==> src/rtl/mirror_pkg.sv <==
package mirror_pkg;

  // number of select bits needed to address 2*half+1 delay stages
  function automatic int sel_bits(input int half);
    return $clog2(2 * half + 1);
  endfunction

  // source stage for a low-side tap reflected about position 0;
  // p is the distance of the current line from the first line
  function automatic int low_src(input int half, input int k, input int p);
    return 2 * half - 2 * p - k;
  endfunction

  // source stage for a high-side tap reflected about the last line;
  // d is the distance of the current line to the last line
  function automatic int high_src(input int half, input int k, input int d);
    return 2 * half + 2 * d - k;
  endfunction

endpackage

==> src/rtl/mirror_pos_counter.sv <==
module mirror_pos_counter #(
  parameter int CNT_W = 12
) (
  input  logic             clk,
  input  logic             rst,
  input  logic             clr,
  input  logic             adv,
  output logic [CNT_W-1:0] pos_next
);

  localparam logic [CNT_W-1:0] POS_MAX = '1;

  logic [CNT_W-1:0] pos_q;

  always_comb begin
    pos_next = pos_q;
    if (clr)
      pos_next = '0;
    else if (adv && (pos_q != POS_MAX))
      pos_next = pos_q + 1'b1;
  end

  always_ff @(posedge clk) begin
    if (rst)
      pos_q <= '0;
    else
      pos_q <= pos_next;
  end

endmodule

==> src/rtl/mirror_edge_decode.sv <==
module mirror_edge_decode #(
  parameter int CNT_W = 12,
  parameter int HALF  = 2,
  parameter int DW    = (HALF > 1) ? $clog2(HALF) : 1
) (
  input  logic [CNT_W-1:0] pos,
  input  logic             start_en,
  input  logic             end_en,
  input  logic [CNT_W-1:0] end_pos,
  output logic             lo_act,
  output logic [DW-1:0]    lo_dist,
  output logic             hi_act,
  output logic [DW-1:0]    hi_dist
);

  localparam logic [CNT_W-1:0] HALF_C = CNT_W'(HALF);

  logic [CNT_W-1:0] to_end;

  always_comb begin
    to_end  = end_pos - pos;
    lo_act  = start_en && (pos < HALF_C);
    lo_dist = pos[DW-1:0];
    hi_act  = end_en && (pos <= end_pos) && (to_end < HALF_C);
    hi_dist = to_end[DW-1:0];
  end

endmodule

==> src/rtl/mirror_tap_select.sv <==
module mirror_tap_select
  import mirror_pkg::*;
#(
  parameter int HALF  = 2,
  parameter int DW    = (HALF > 1) ? $clog2(HALF) : 1,
  parameter int TAPS  = 2 * HALF + 1,
  parameter int SEL_W = sel_bits(HALF)
) (
  input  logic                  clk,
  input  logic                  rst,
  input  logic                  lo_act,
  input  logic [DW-1:0]         lo_dist,
  input  logic                  hi_act,
  input  logic [DW-1:0]         hi_dist,
  output logic [TAPS*SEL_W-1:0] sel_q
);

  for (genvar k = 0; k < TAPS; k++) begin : g_tap
    localparam int OFF = k - HALF;
    logic [SEL_W-1:0] idx;

    always_comb begin
      idx = SEL_W'(k);
      if ((OFF < 0) && lo_act && ((int'(lo_dist) + OFF) < 0))
        idx = SEL_W'(low_src(HALF, k, int'(lo_dist)));
      if ((OFF > 0) && hi_act && (OFF > int'(hi_dist)))
        idx = SEL_W'(high_src(HALF, k, int'(hi_dist)));
    end

    always_ff @(posedge clk) begin
      if (rst)
        sel_q[k*SEL_W +: SEL_W] <= SEL_W'(k);
      else
        sel_q[k*SEL_W +: SEL_W] <= idx;
    end
  end

endmodule

==> src/rtl/mirror_edge_ctrl.sv <==
module mirror_edge_ctrl
  import mirror_pkg::*;
#(
  parameter int CNT_W = 12,
  parameter int HALF  = 2,
  parameter int TAPS  = 2 * HALF + 1,
  parameter int SEL_W = sel_bits(HALF)
) (
  input  logic                  clk,
  input  logic                  rst,
  input  logic                  win_start,
  input  logic                  line_adv,
  input  logic                  start_mirror_en,
  input  logic                  end_mirror_en,
  input  logic [CNT_W-1:0]      last_line,
  output logic [TAPS*SEL_W-1:0] tap_sel
);

  localparam int DW = (HALF > 1) ? $clog2(HALF) : 1;

  logic [CNT_W-1:0] pos_next;
  logic             lo_act;
  logic             hi_act;
  logic [DW-1:0]    lo_dist;
  logic [DW-1:0]    hi_dist;

  mirror_pos_counter #(
    .CNT_W (CNT_W)
  ) u_cnt (
    .clk      (clk),
    .rst      (rst),
    .clr      (win_start),
    .adv      (line_adv),
    .pos_next (pos_next)
  );

  mirror_edge_decode #(
    .CNT_W (CNT_W),
    .HALF  (HALF),
    .DW    (DW)
  ) u_dec (
    .pos      (pos_next),
    .start_en (start_mirror_en),
    .end_en   (end_mirror_en),
    .end_pos  (last_line),
    .lo_act   (lo_act),
    .lo_dist  (lo_dist),
    .hi_act   (hi_act),
    .hi_dist  (hi_dist)
  );

  mirror_tap_select #(
    .HALF  (HALF),
    .DW    (DW),
    .TAPS  (TAPS),
    .SEL_W (SEL_W)
  ) u_sel (
    .clk     (clk),
    .rst     (rst),
    .lo_act  (lo_act),
    .lo_dist (lo_dist),
    .hi_act  (hi_act),
    .hi_dist (hi_dist),
    .sel_q   (tap_sel)
  );

endmodule

==> config.mk <==
export PLATFORM = sky130hd
export DESIGN_NAME = mirror_edge_ctrl
export DESIGN_NICKNAME = d
export VERILOG_FILES = /design/src/rtl/mirror_pkg.sv /design/src/rtl/mirror_pos_counter.sv /design/src/rtl/mirror_edge_decode.sv /design/src/rtl/mirror_tap_select.sv /design/src/rtl/mirror_edge_ctrl.sv
export SDC_FILE = /design/constraint.sdc
export NUM_CORES = 1
export LEC_CHECK = 0
export BUFFER_PORTS_ARGS = -buffer_cell sky130_fd_sc_hd__buf_2
export CAP_MARGIN = 30
export CORE_ASPECT_RATIO = 0.6
export CORE_MARGIN = 2
export CORE_UTILIZATION = 35
export DETAILED_ROUTE_END_ITERATION = 12
export HOLD_SLACK_MARGIN = 0.15
export PLACE_DENSITY = 0.67
export REMOVE_ABC_BUFFERS = 1
export SYNTH_ARGS = -nofsm -noshare
export SYNTH_HDL_FRONTEND = slang
export SYNTH_SLANG_ARGS = --single-unit
==> constraint.sdc <==
create_clock -name clk -period 3.88 [get_ports clk]
set_input_delay 0.776 -clock clk [delete_from_list [all_inputs] [get_ports clk]]
set_output_delay 0.776 -clock clk [all_outputs]
set_load 0.1 [all_outputs]
==> out/summary.md, run 1 <==
* count of flip-flops with a built-in enable after synthesis: 0
* clock buffers created by TritonCTS: 3
* Synth async-reset ratio: 0%
* most frequent cell after synthesis: nor2_1
* largest cells by area after synthesis: dfxtp_1 22%, ha_1 10%, nor2_1 6.7%
* post-route minimum period: 3.70 ns
* area of combinational cells with multiple inputs: 0.00120 mm2
* number of filler cells placed in the layout: 466
* Clock transition at path regs: 0.07 ns
* final instance area: 0.00205 mm2
* TritonCTS clock tree: built
* floorplan die width: 92.1 um
* antenna cells: 0
* critical hold path startpoint: u_cnt.pos_q[1]
* Mapped Avg Cell Area: 7.48 um2
* Clock Sinks: 18
* weighted congestion at the end of routability-driven global placement: 0.949
* portion of synthesized cell area occupied by the leading cell type: 22.1%
* fraction of layout cells with a size suffix above 1: 25.4%
* number of routed nets with antenna violations: 0
* global-route wire length before repair: 7.55 mm
* element type at the critical path start: flip-flop
* total length of routed wires: 4.71 mm
* vias after detailed routing: 1764
* Max Slew Vio Count: 0
* Peak Freq: 0.270 GHz
* final net count: 298
* Die Outline Area: 0.00524 mm2
* Crit Path Class: reg -> reg
* beginning of the critical path: u_cnt.pos_q[10]
* detailed-routing iteration count for the pre-antenna-repair pass: 4
* root buf cell: clkbuf_8
* IO Count: 33
* quantity of I/O buffers inserted on ports: 23
* initial antenna violation count: 0
* pwr/cell area: 234 mW/mm2
* instance area after placement: 0.00196 mm2
* iteration-0 DRC count of the detailed router: 140
* remaining design rule violation count: 0
* number of synthesis warnings: 0
* top cell types by occurrence after synthesis: 29 x nor2_1, 18 x dfxtp_1, 16 x nand2_1
* height of the die: 56.9 um
* cell count after synthesis: 218
* dpl hpwl: 3.81 mm
* Setup Skew: 0.00396 ns
* level count of the clock H-tree: 1
* leakage dissipation: 0.893 nW
* arrival time at the worst endpoint: 3.84 ns
* number of global-route vias before repair: 1546
* final setup violating endpoints: 0
* ys flop type: dfxtp_1
* total congestion overflow after global routing: 0
* post-layout util: 45.4%
* final clock period utilization by the worst path: 95.5%
* Placement Rows: 19
* post-synthesis cell type count: 55
* reg-to-reg startpoint: u_cnt.pos_q[10]
* number of synthesized register bits: 18
* post-synthesis sequential area ratio: 22.1%
* category of the worst setup path capture point: flip-flop
* Peak VDD IR: 0.138 mV
* outcome: finished clean
* pin count of the biggest net entering global routing: 15
* Starting Density: 36.1%
* maxcap violations: 0
* HP Class: reg -> reg
* placeable core region: 0.00452 mm2
* detailed-route wire length per cell: 14.4 um
* final number of hold-violating endpoints: 0
* synthesis-to-finish area growth: 25.9%
* worst path required time: 4.02 ns
* Netlist Area Pre-Place: 0.00163 mm2
* Via-to-Cell Ratio: 5.39
* clock latency at the later pin of the worst-skew pair: 0.26 ns
* overall routing resource usage: 18.6%
* post-synth top area cell: dfxtp_1
* register area: 360 um2
* setup repair after global routing missed its margin: no
* clk buf depth: 2
* maximum fanout along the worst path: 4
[through the flow]
stage	hold WS, ns	std cells	TNS (ns)	total power [W]	setup WS [ns]
2_1_floorplan	0.603	209	0	0.000304	0.127
3_3_place_gp	0.730	324	0	0.000342	0.0582
3_5_place_dp	0.753	324	-0.0775	0.000342	-0.0582
4_1_cts	0.769	327	0	0.000477	0.0695
5_1_grt	0.833	327	0	0.000498	0.00331
6_report	0.772	327	0	0.000480	0.175
[state kept, by name, summed over array words and instances (netlist names)]
register	count
u_sel.sel_q	6
u_cnt.pos_q	12
[report_power, final]
group          total (W)  internal (W)  switching, W
clock network   0.000135     0.0000692     0.0000660
logic           0.000157     0.0000471      0.000109
registers       0.000188      0.000187   0.000000954
total           0.000480      0.000303      0.000176
[final timing paths]
check / endpoint / slack (ns) / depth (start not counted)
setup / recovery: u_sel.sel_q[10] / 0.18 / 12
hold reg to reg: u_cnt.pos_q[1] / 0.77 / 3
setup reg to reg: u_sel.sel_q[10] / 0.18 / 12
hold / removal: u_cnt.pos_q[1] / 0.77 / 3
[critical path, cell delays in order, from the launching register on]
cell	delay, ns
dfxtp_1	0.37
nand4_1	0.22
o41ai_4	0.39
xor2_1	0.10
or2_2	0.29
inv_1	0.08
ha_1	0.15
inv_1	0.05
fa_1	0.43
or3_4	0.44
a2111oi_4	0.37
o2111ai_2	0.17
or4b_1	0.52
[cells in the final DEF (no fill, tap or decap), types with 4 or more instances in the layout]
cell type   n
o21ai_0     8
nand3_1     8
nor3_1     11
inv_1      10
ha_1       13
buf_2      23
conb_1      9
buf_4      29
nand2_1    16
a31oi_1     6
nand4_1     6
nor2_1     29
dfxtp_1    18
a21oi_1    12
o211ai_1    4
nor2b_1     6
nor4_1      5
[final cells by class]
cell class | instances | area share [%]
flip-flops and latches | 18 | 17.6
well taps | 63 | 3.84
multi-input cells | 181 | 58.5
repair buffers | 52 | 16.2
inverters | 10 | 1.83
clock buffers | 3 | 2.01
[per-layer routing]
layer  global-route usage, %  wire (um)  vias to the layer above  share of wire, %
li1                        -          -                      888                 -
met1                    30.8       2460                      803                52
met4                    4.05         29                        0              0.62
met5                       0          0                        -                 0
met2                    23.1       1730                       68                37
met3                    4.30        486                        5                10
[kinds of logic after synthesis]
| group | share of synthesized area (%) |
|---|---|
| adders and majority gates | 11.2 |
| and+or+nand+nor | 30.5 |
| muxes | 2.53 |
| DFF | 22.1 |
| AOI/OAI and AO/OA | 22.9 |
| xor gates and xnor gates | 1.61 |
| other | 0.461 |
| buffers and inverters | 8.75 |
[what timing repair did]
item,CTS,global route
endpoints found under the setup margin,2,3
hold buffers,0,0
resized for setup,1,5
pin swaps,0,2
setup buffers,0,0
Power figures use the tool's default switching activity.
==> inputs of run 2 (changes only) <==
- ABC_CLOCK_PERIOD_IN_PS: unset -> 3300
- PLACE_DENSITY: 0.67 -> 0.53
- clock period: 3.88 -> 3.3 ns (I/O delays scaled with it)
==> run 2 against run 1 <==
The flow now finishes with violations (setup timing). Setup slack got worse by 0.48 ns. Combinational power rose by 39%. Via count rose by 4.3%. Utilization rose by 8.3 points. First-iteration DRC count fell by 29%. Clock skew rose by 0.0028 ns. Flip-flop and latch count did not move. Sequential share of layout area fell by 2.5 points. Global-route usage rose by 1.4 points.
==> out/summary.md, run 2 (synthesis results as in run 1) <==
* number of flip-flops in the largest register: 12, unchanged
* final net count: 338, +13%
* worst path required time: 3.43 ns, -0.59 ns
* setup repair after global routing missed its margin: yes
* HP Class: in -> reg
* Power Internal: 0.000406 W, +34%
* floorplan die width: 92.1 um, unchanged
* critical hold path startpoint: rst
* element type at the critical path start: flip-flop
* remaining design rule violation count: 0, unchanged
* clk buf depth: 2, unchanged
* placed cells: 362, +12%
* category of the worst setup path capture point: flip-flop
* Clock transition at path regs: 0.07 ns, about the same
* global-route wire length before repair: 8.27 mm, +9.6%
* final instance area: 0.00243 mm2, +18%
* overall routing resource usage: 20.0%, +1.4 points
* detailed-routing iteration count for the pre-antenna-repair pass: 4, unchanged
* final setup violating endpoints: 3, +3
* beginning of the critical path: u_cnt.pos_q[7]
* Worst Slack Setup Final: -0.307 ns, -0.482 ns
* Largest Register: u_cnt.pos_q
* Logic pwr share: 35.2%, +2.6 points
* Setup Skew: 0.00675 ns, +0.00279 ns
* fraction of layout cells with a size suffix above 1: 40.3%, +15 points
* weighted congestion at the end of routability-driven global placement: 0.806, -15%
* total congestion overflow after global routing: 0, unchanged
* final number of hold-violating endpoints: 0, unchanged
* most common library cell in the layout ignoring fill and taps: buf_4
* Peak Freq: 0.277 GHz, +2.7%
* Die Outline Area: 0.00524 mm2, unchanged
* switching power summed over all nets: 0.000217 W, +23%
* fraction of power spent switching nets: 34.9%, -1.9 points
* Placement Rows: 19, unchanged
* Clk network pwr share: 29.4%, +1.2 points
* total length of routed wires: 5.04 mm, +6.9%
* detailed-route wire length per cell: 13.7 um, -5.0%
* Peak VDD IR: 0.191 mV, +38%
* pin count of the biggest net entering global routing: 15, unchanged
* dpl hpwl: 4.16 mm, +9.0%
* antenna cells: 0, unchanged
* root buf cell: clkbuf_8
* Via-to-Cell Ratio: 5.00, -7.3%
* number of routed nets with antenna violations: 0, unchanged
* level count of the clock H-tree: 1, unchanged
* Clock Sinks: 18, unchanged
* maximum fanout along the worst path: 4, unchanged
* synthesis-to-finish area growth: 48.8%
* top flop regs: u_cnt.pos_q: 12 flops, u_sel.sel_q: 6 flops
* clock latency at the later pin of the worst-skew pair: 0.26 ns, about the same
* final clock period utilization by the worst path: 109%, +14 points
* non-filler instance count after layout: 368, +13%
* height of the die: 56.9 um, unchanged
* clock buffers created by TritonCTS: 3, unchanged
* reg-to-reg startpoint: u_cnt.pos_q[7]
* number of global-route vias before repair: 1688, +9.2%
* TritonCTS clock tree: built
* post-route minimum period: 3.61 ns, -0.0978 ns
* quantity of I/O buffers inserted on ports: 23, unchanged
* pwr/cell area: 257 mW/mm2, +9.8%
* arrival time at the worst endpoint: 3.74 ns, -0.10 ns
* maxcap violations: 0, unchanged
* outcome: complete, but fails checks
* initial antenna violation count: 0, unchanged
* Setup TNS: -0.639 ns, -0.639 ns
* instance area after placement: 0.00225 mm2, +15%
* Max Slew Vio Count: 0, unchanged
* leakage dissipation: 1.08 nW, +20%
* share of power burned in registers: 35.4%, -3.8 points
* Starting Density: 36.1%, unchanged
* Crit Path Class: reg -> reg
* violations in the final reports: setup timing
* highest-count cells in the layout ignoring fill and taps: 69 x buf_4, 28 x nor2_1, 23 x buf_2, 16 x nand2_1, 14 x dfxtp_1
* placeable core region: 0.00452 mm2, unchanged
* IO Count: 33, unchanged
* vias after detailed routing: 1840, +4.3%
* iteration-0 DRC count of the detailed router: 100, -29%
## run 2: cell count changes in the layout (fill, tap and decap cells not counted), sizes merged
| cell | delta |
|---|---|
| buf | +40 |
| clkbuf | +1 |
## run 2: final timing paths
path              depth (start not counted)              end  slack (ns)
hold reg to reg                           4   u_cnt.pos_q[5]        0.83
hold / removal                            2   u_cnt.pos_q[5]        0.75
setup reg to reg                         15  u_sel.sel_q[10]       -0.31
setup / recovery                         15  u_sel.sel_q[10]       -0.31
## run 2: critical path, stage by stage (launching register included)
cell and delay, ns:
dfxtp_2 0.34, nand4_1 0.19, o41ai_2 0.34, buf_4 0.17, xor2_1 0.06, or2_4 0.25
inv_4 0.06, ha_4 0.12, inv_2 0.03, fa_2 0.42, a211oi_4 0.33, nor2_2 0.09
mux2i_2 0.17, a2111oi_4 0.22, o2111ai_2 0.18, or4b_1 0.50
## run 2: routing by layer
metal  up-vias  global-route usage, %  share of wire [%]
li1        964                      -                  -
met1       826                   33.7                 58
met2        46                   25.6                 36
met3         4                   4.56                5.9
met4         0                   1.92               0.24
met5         -                      0                  0
## run 2: power by group through the flow
stage	registers, W	clock network [W]	logic (W)
after floorplan	0.000240	0	0.000117
after global placement	0.000226	0	0.000201
after detailed placement	0.000226	0	0.000200
after CTS	0.000221	0.000188	0.000211
after global routing	0.000221	0.000199	0.000237
final	0.000221	0.000183	0.000219
## run 2: what timing repair did
| item | 4_1_cts | 5_1_grt |
|---|---|---|
| setup endpoints to repair | 3 | 3 |
| hold buffers | 0 | 0 |
| setup buffers | 1 | 1 |
| resized for setup | 20 | 8 |
| pin swaps | 11 | 4 |
## run 2: area by class of cell
type                            count  area, um2
Inverter                           10       40.0
Timing Repair Buffer               92        633
Fill cell                         442       2090
Sequential cell                    18        365
Clock buffer                        4       55.1
Multi-Input combinational cell    181       1250
Tap cell                           63       78.8
## run 2: through the flow
stage          setup slack (ns)  total power, W  utilization, %  hold slack, ns
4_1_cts                  -0.243        0.000620            52.8           0.757
3_3_place_gp             -0.422        0.000426            49.8           0.800
5_1_grt                  -0.447        0.000657            53.7           0.788
3_5_place_dp             -0.534        0.000426            49.8           0.820
2_1_floorplan            -0.453        0.000357               -           0.603
6_report                 -0.307        0.000623            53.7           0.753
==> inputs of run 3 (changes only) <==
- CORE_UTILIZATION: 35 -> 50
- PLACE_DENSITY: 0.53 -> 0.77
==> run 3 against run 2 <==
Highest routed layer unchanged. Utilization increased by 30 points. The run still ends with setup timing left. Sequential share of layout area decreased by 0.41 points. Clock power decreased by 15%. Clock-buffer cell count decreased by 1. Power increased by 0.60%. Fmax decreased by 1.2%. Cell area increased by 2.8%. Die area decreased by 28%. Flip-flop and latch count unchanged. Register-to-register slack got worse by 0.04 ns.
==> out/summary.md, run 3 (synthesis results as in run 1) <==
* post-route minimum period: 3.65 ns, +0.0444 ns
* Worst path most repeated cell: ha_4
* weighted congestion at the end of routability-driven global placement: 0.932, +16%
* Setup Skew: 0.00540 ns, -0.00135 ns
* dpl hpwl: 4.18 mm, +0.51%
* HP Class: in -> reg
* leakage dissipation: 1.10 nW, +2.3%
* placeable core region: 0.00298 mm2, -34%
* number of routed nets with antenna violations: 0, unchanged
* height of the die: 48.2 um, -15%
* area of combinational cells with multiple inputs: 0.00131 mm2, +4.4%
* violations in the final reports: setup timing
* pin count of the biggest net entering global routing: 15, unchanged
* fraction of layout cells with a size suffix above 1: 43.1%, +2.8 points
* Clock transition at path regs: 0.07 ns, about the same
* register area: 365 um2, unchanged
* detailed-routing iteration count for the pre-antenna-repair pass: 5, +1
* root buf cell: clkbuf_8
* clock buffers created by TritonCTS: 3, unchanged
* antenna cells: 0, unchanged
* final number of hold-violating endpoints: 0, unchanged
* element type at the critical path start: flip-flop
* most common library cell in the layout ignoring fill and taps: buf_4
* delay of the slowest critical-path stage: 0.52 ns, +0.02 ns
* final net count: 345, +2.1%
* top flop regs: u_cnt.pos_q: 12 flops, u_sel.sel_q: 6 flops
* maximum fanout along the worst path: 3, -1
* worst path required time: 3.43 ns, about the same
* level count of the clock H-tree: 1, unchanged
* Clock Sinks: 18, unchanged
* # hold bufs at CTS: 0, unchanged
* Peak Freq: 0.274 GHz, -1.2%
* quantity of I/O buffers inserted on ports: 23, unchanged
* instance area after placement: 0.00221 mm2, -1.5%
* remaining design rule violation count: 0, unchanged
* Max Slew Vio Count: 0, unchanged
* clock latency at the later pin of the worst-skew pair: 0.25 ns, about the same
* highest-count cells in the layout ignoring fill and taps: 76 x buf_4, 28 x nor2_1, 23 x buf_2, 16 x nand2_1, 14 x dfxtp_1
* cells traversed along the worst timing path: ha_4, nand3_4, o41ai_2, buf_4, xor2_1, or2_4, inv_4, ha_4, inv_2, fa_2, a211oi_4, nor2_2, mux2i_2, a2111oi_4, o2111ai_2, or4b_1
* final clock period utilization by the worst path: 111%, +1.3 points
* worst slack at placement: -0.607 ns, -0.0725 ns
* vias after detailed routing: 2090, +14%
* total congestion overflow after global routing: 0, unchanged
* Largest Register: u_cnt.pos_q
* global-route wire length before repair: 8.47 mm, +2.3%
* outcome: complete, but fails checks
* floorplan die width: 77.7 um, -16%
* pwr/cell area: 251 mW/mm2, -2.1%
* final setup violating endpoints: 3, unchanged
* clk buf depth: 2, unchanged
* worst-path cell with the longest stage delay: or4b_1
* final instance area: 0.00249 mm2, +2.8%
* Via-to-Cell Ratio: 5.92, +18%
* Placement Rows: 15, -4
* arrival time at the worst endpoint: 3.78 ns, +0.04 ns
* category of the worst setup path capture point: flip-flop
* setup repair after global routing missed its margin: yes
* Worst Slack Setup Final: -0.351 ns, -0.0444 ns
* synthesis-to-finish area growth: 53.0%
* Die Outline Area: 0.00375 mm2, -28%
* TritonCTS clock tree: built
* detailed-route wire length per cell: 17.0 um, +24%
* register-to-register setup slack: -0.35 ns, -0.04 ns
* IO Count: 33, unchanged
* Peak VDD IR: 0.235 mV, +23%
* initial antenna violation count: 0, unchanged
* maxcap violations: 0, unchanged
* number of flip-flops in the largest register: 12, unchanged
* number of filler cells placed in the layout: 167, -62%
* Crit Path Class: reg -> reg
* overall routing resource usage: 29.7%, +9.7 points
* total length of routed wires: 6.00 mm, +19%
* Starting Density: 54.6%, +19 points
* number of global-route vias before repair: 1713, +1.5%
* iteration-0 DRC count of the detailed router: 238, +140%
==> run 3: worst paths after layout <==
| check | start | end | depth (start not counted) |
|---|---|---|---|
| worst max-delay path | u_cnt.pos_q[1] | u_sel.sel_q[10] | 16 |
| worst min-delay path | rst | u_cnt.pos_q[2] | 2 |
| worst max register to register | u_cnt.pos_q[1] | u_sel.sel_q[10] | 16 |
| worst min register to register | u_cnt.pos_q[4] | u_cnt.pos_q[4] | 6 |
==> run 3: metrics by stage <==
step / total power [W] / hold slack [ns] / TNS [ns] / std cells / util, %
2_1_floorplan: 0.000357 / 0.603 / -0.978 / 209 / -
3_3_place_gp: 0.000424 / 0.822 / -1.13 / 340 / 74.2
3_5_place_dp: 0.000430 / 0.846 / -1.44 / 340 / 74.2
4_1_cts: 0.000597 / 0.753 / -0.574 / 347 / 79.7
5_1_grt: 0.000650 / 0.782 / -1.19 / 353 / 83.6
6_report: 0.000627 / 0.772 / -0.857 / 353 / 83.6
==> run 3: power by group <==
part	internal (W)	switching (W)
registers	0.000220	0.00000135
logic	0.0000921	0.000158
clock network	0.0000811	0.0000740
total	0.000393	0.000234
==> run 3: metal layers <==
layer	GRT usage [%]	routed length (um)	vias up
li1	-	-	975
met1	43.5	2670	965
met2	50.2	2580	142
met3	4.63	669	8
met4	0.357	76	0
met5	0	0	-
==> run 3: cell type report <==
type	count	area share, %
multi-input combinational	181	52.5
timing repair buffer	99	27.5
sequential	18	14.7
tap	42	2.11
clock buffer	3	1.66
inverter	10	1.61
==> run 3: repair_timing <==
item	CTS	global route
setup endpoints to repair	3	3
gates resized for setup	22	16
buffers inserted	4	8
cloned	0	0
pin swaps	13	11
==> run 3: critical path: cells and delay by family, from the launching register on <==
family,cells,cell delay [ns]
AND/OR/NAND/NOR,4,0.92
buffers and inverters,3,0.26
flip-flops,1,0.35
XOR/XNOR,1,0.06
multiplexers,1,0.18
adder cells (fa/ha/maj),3,0.64
AO/OA/AOI/OAI,4,1.09
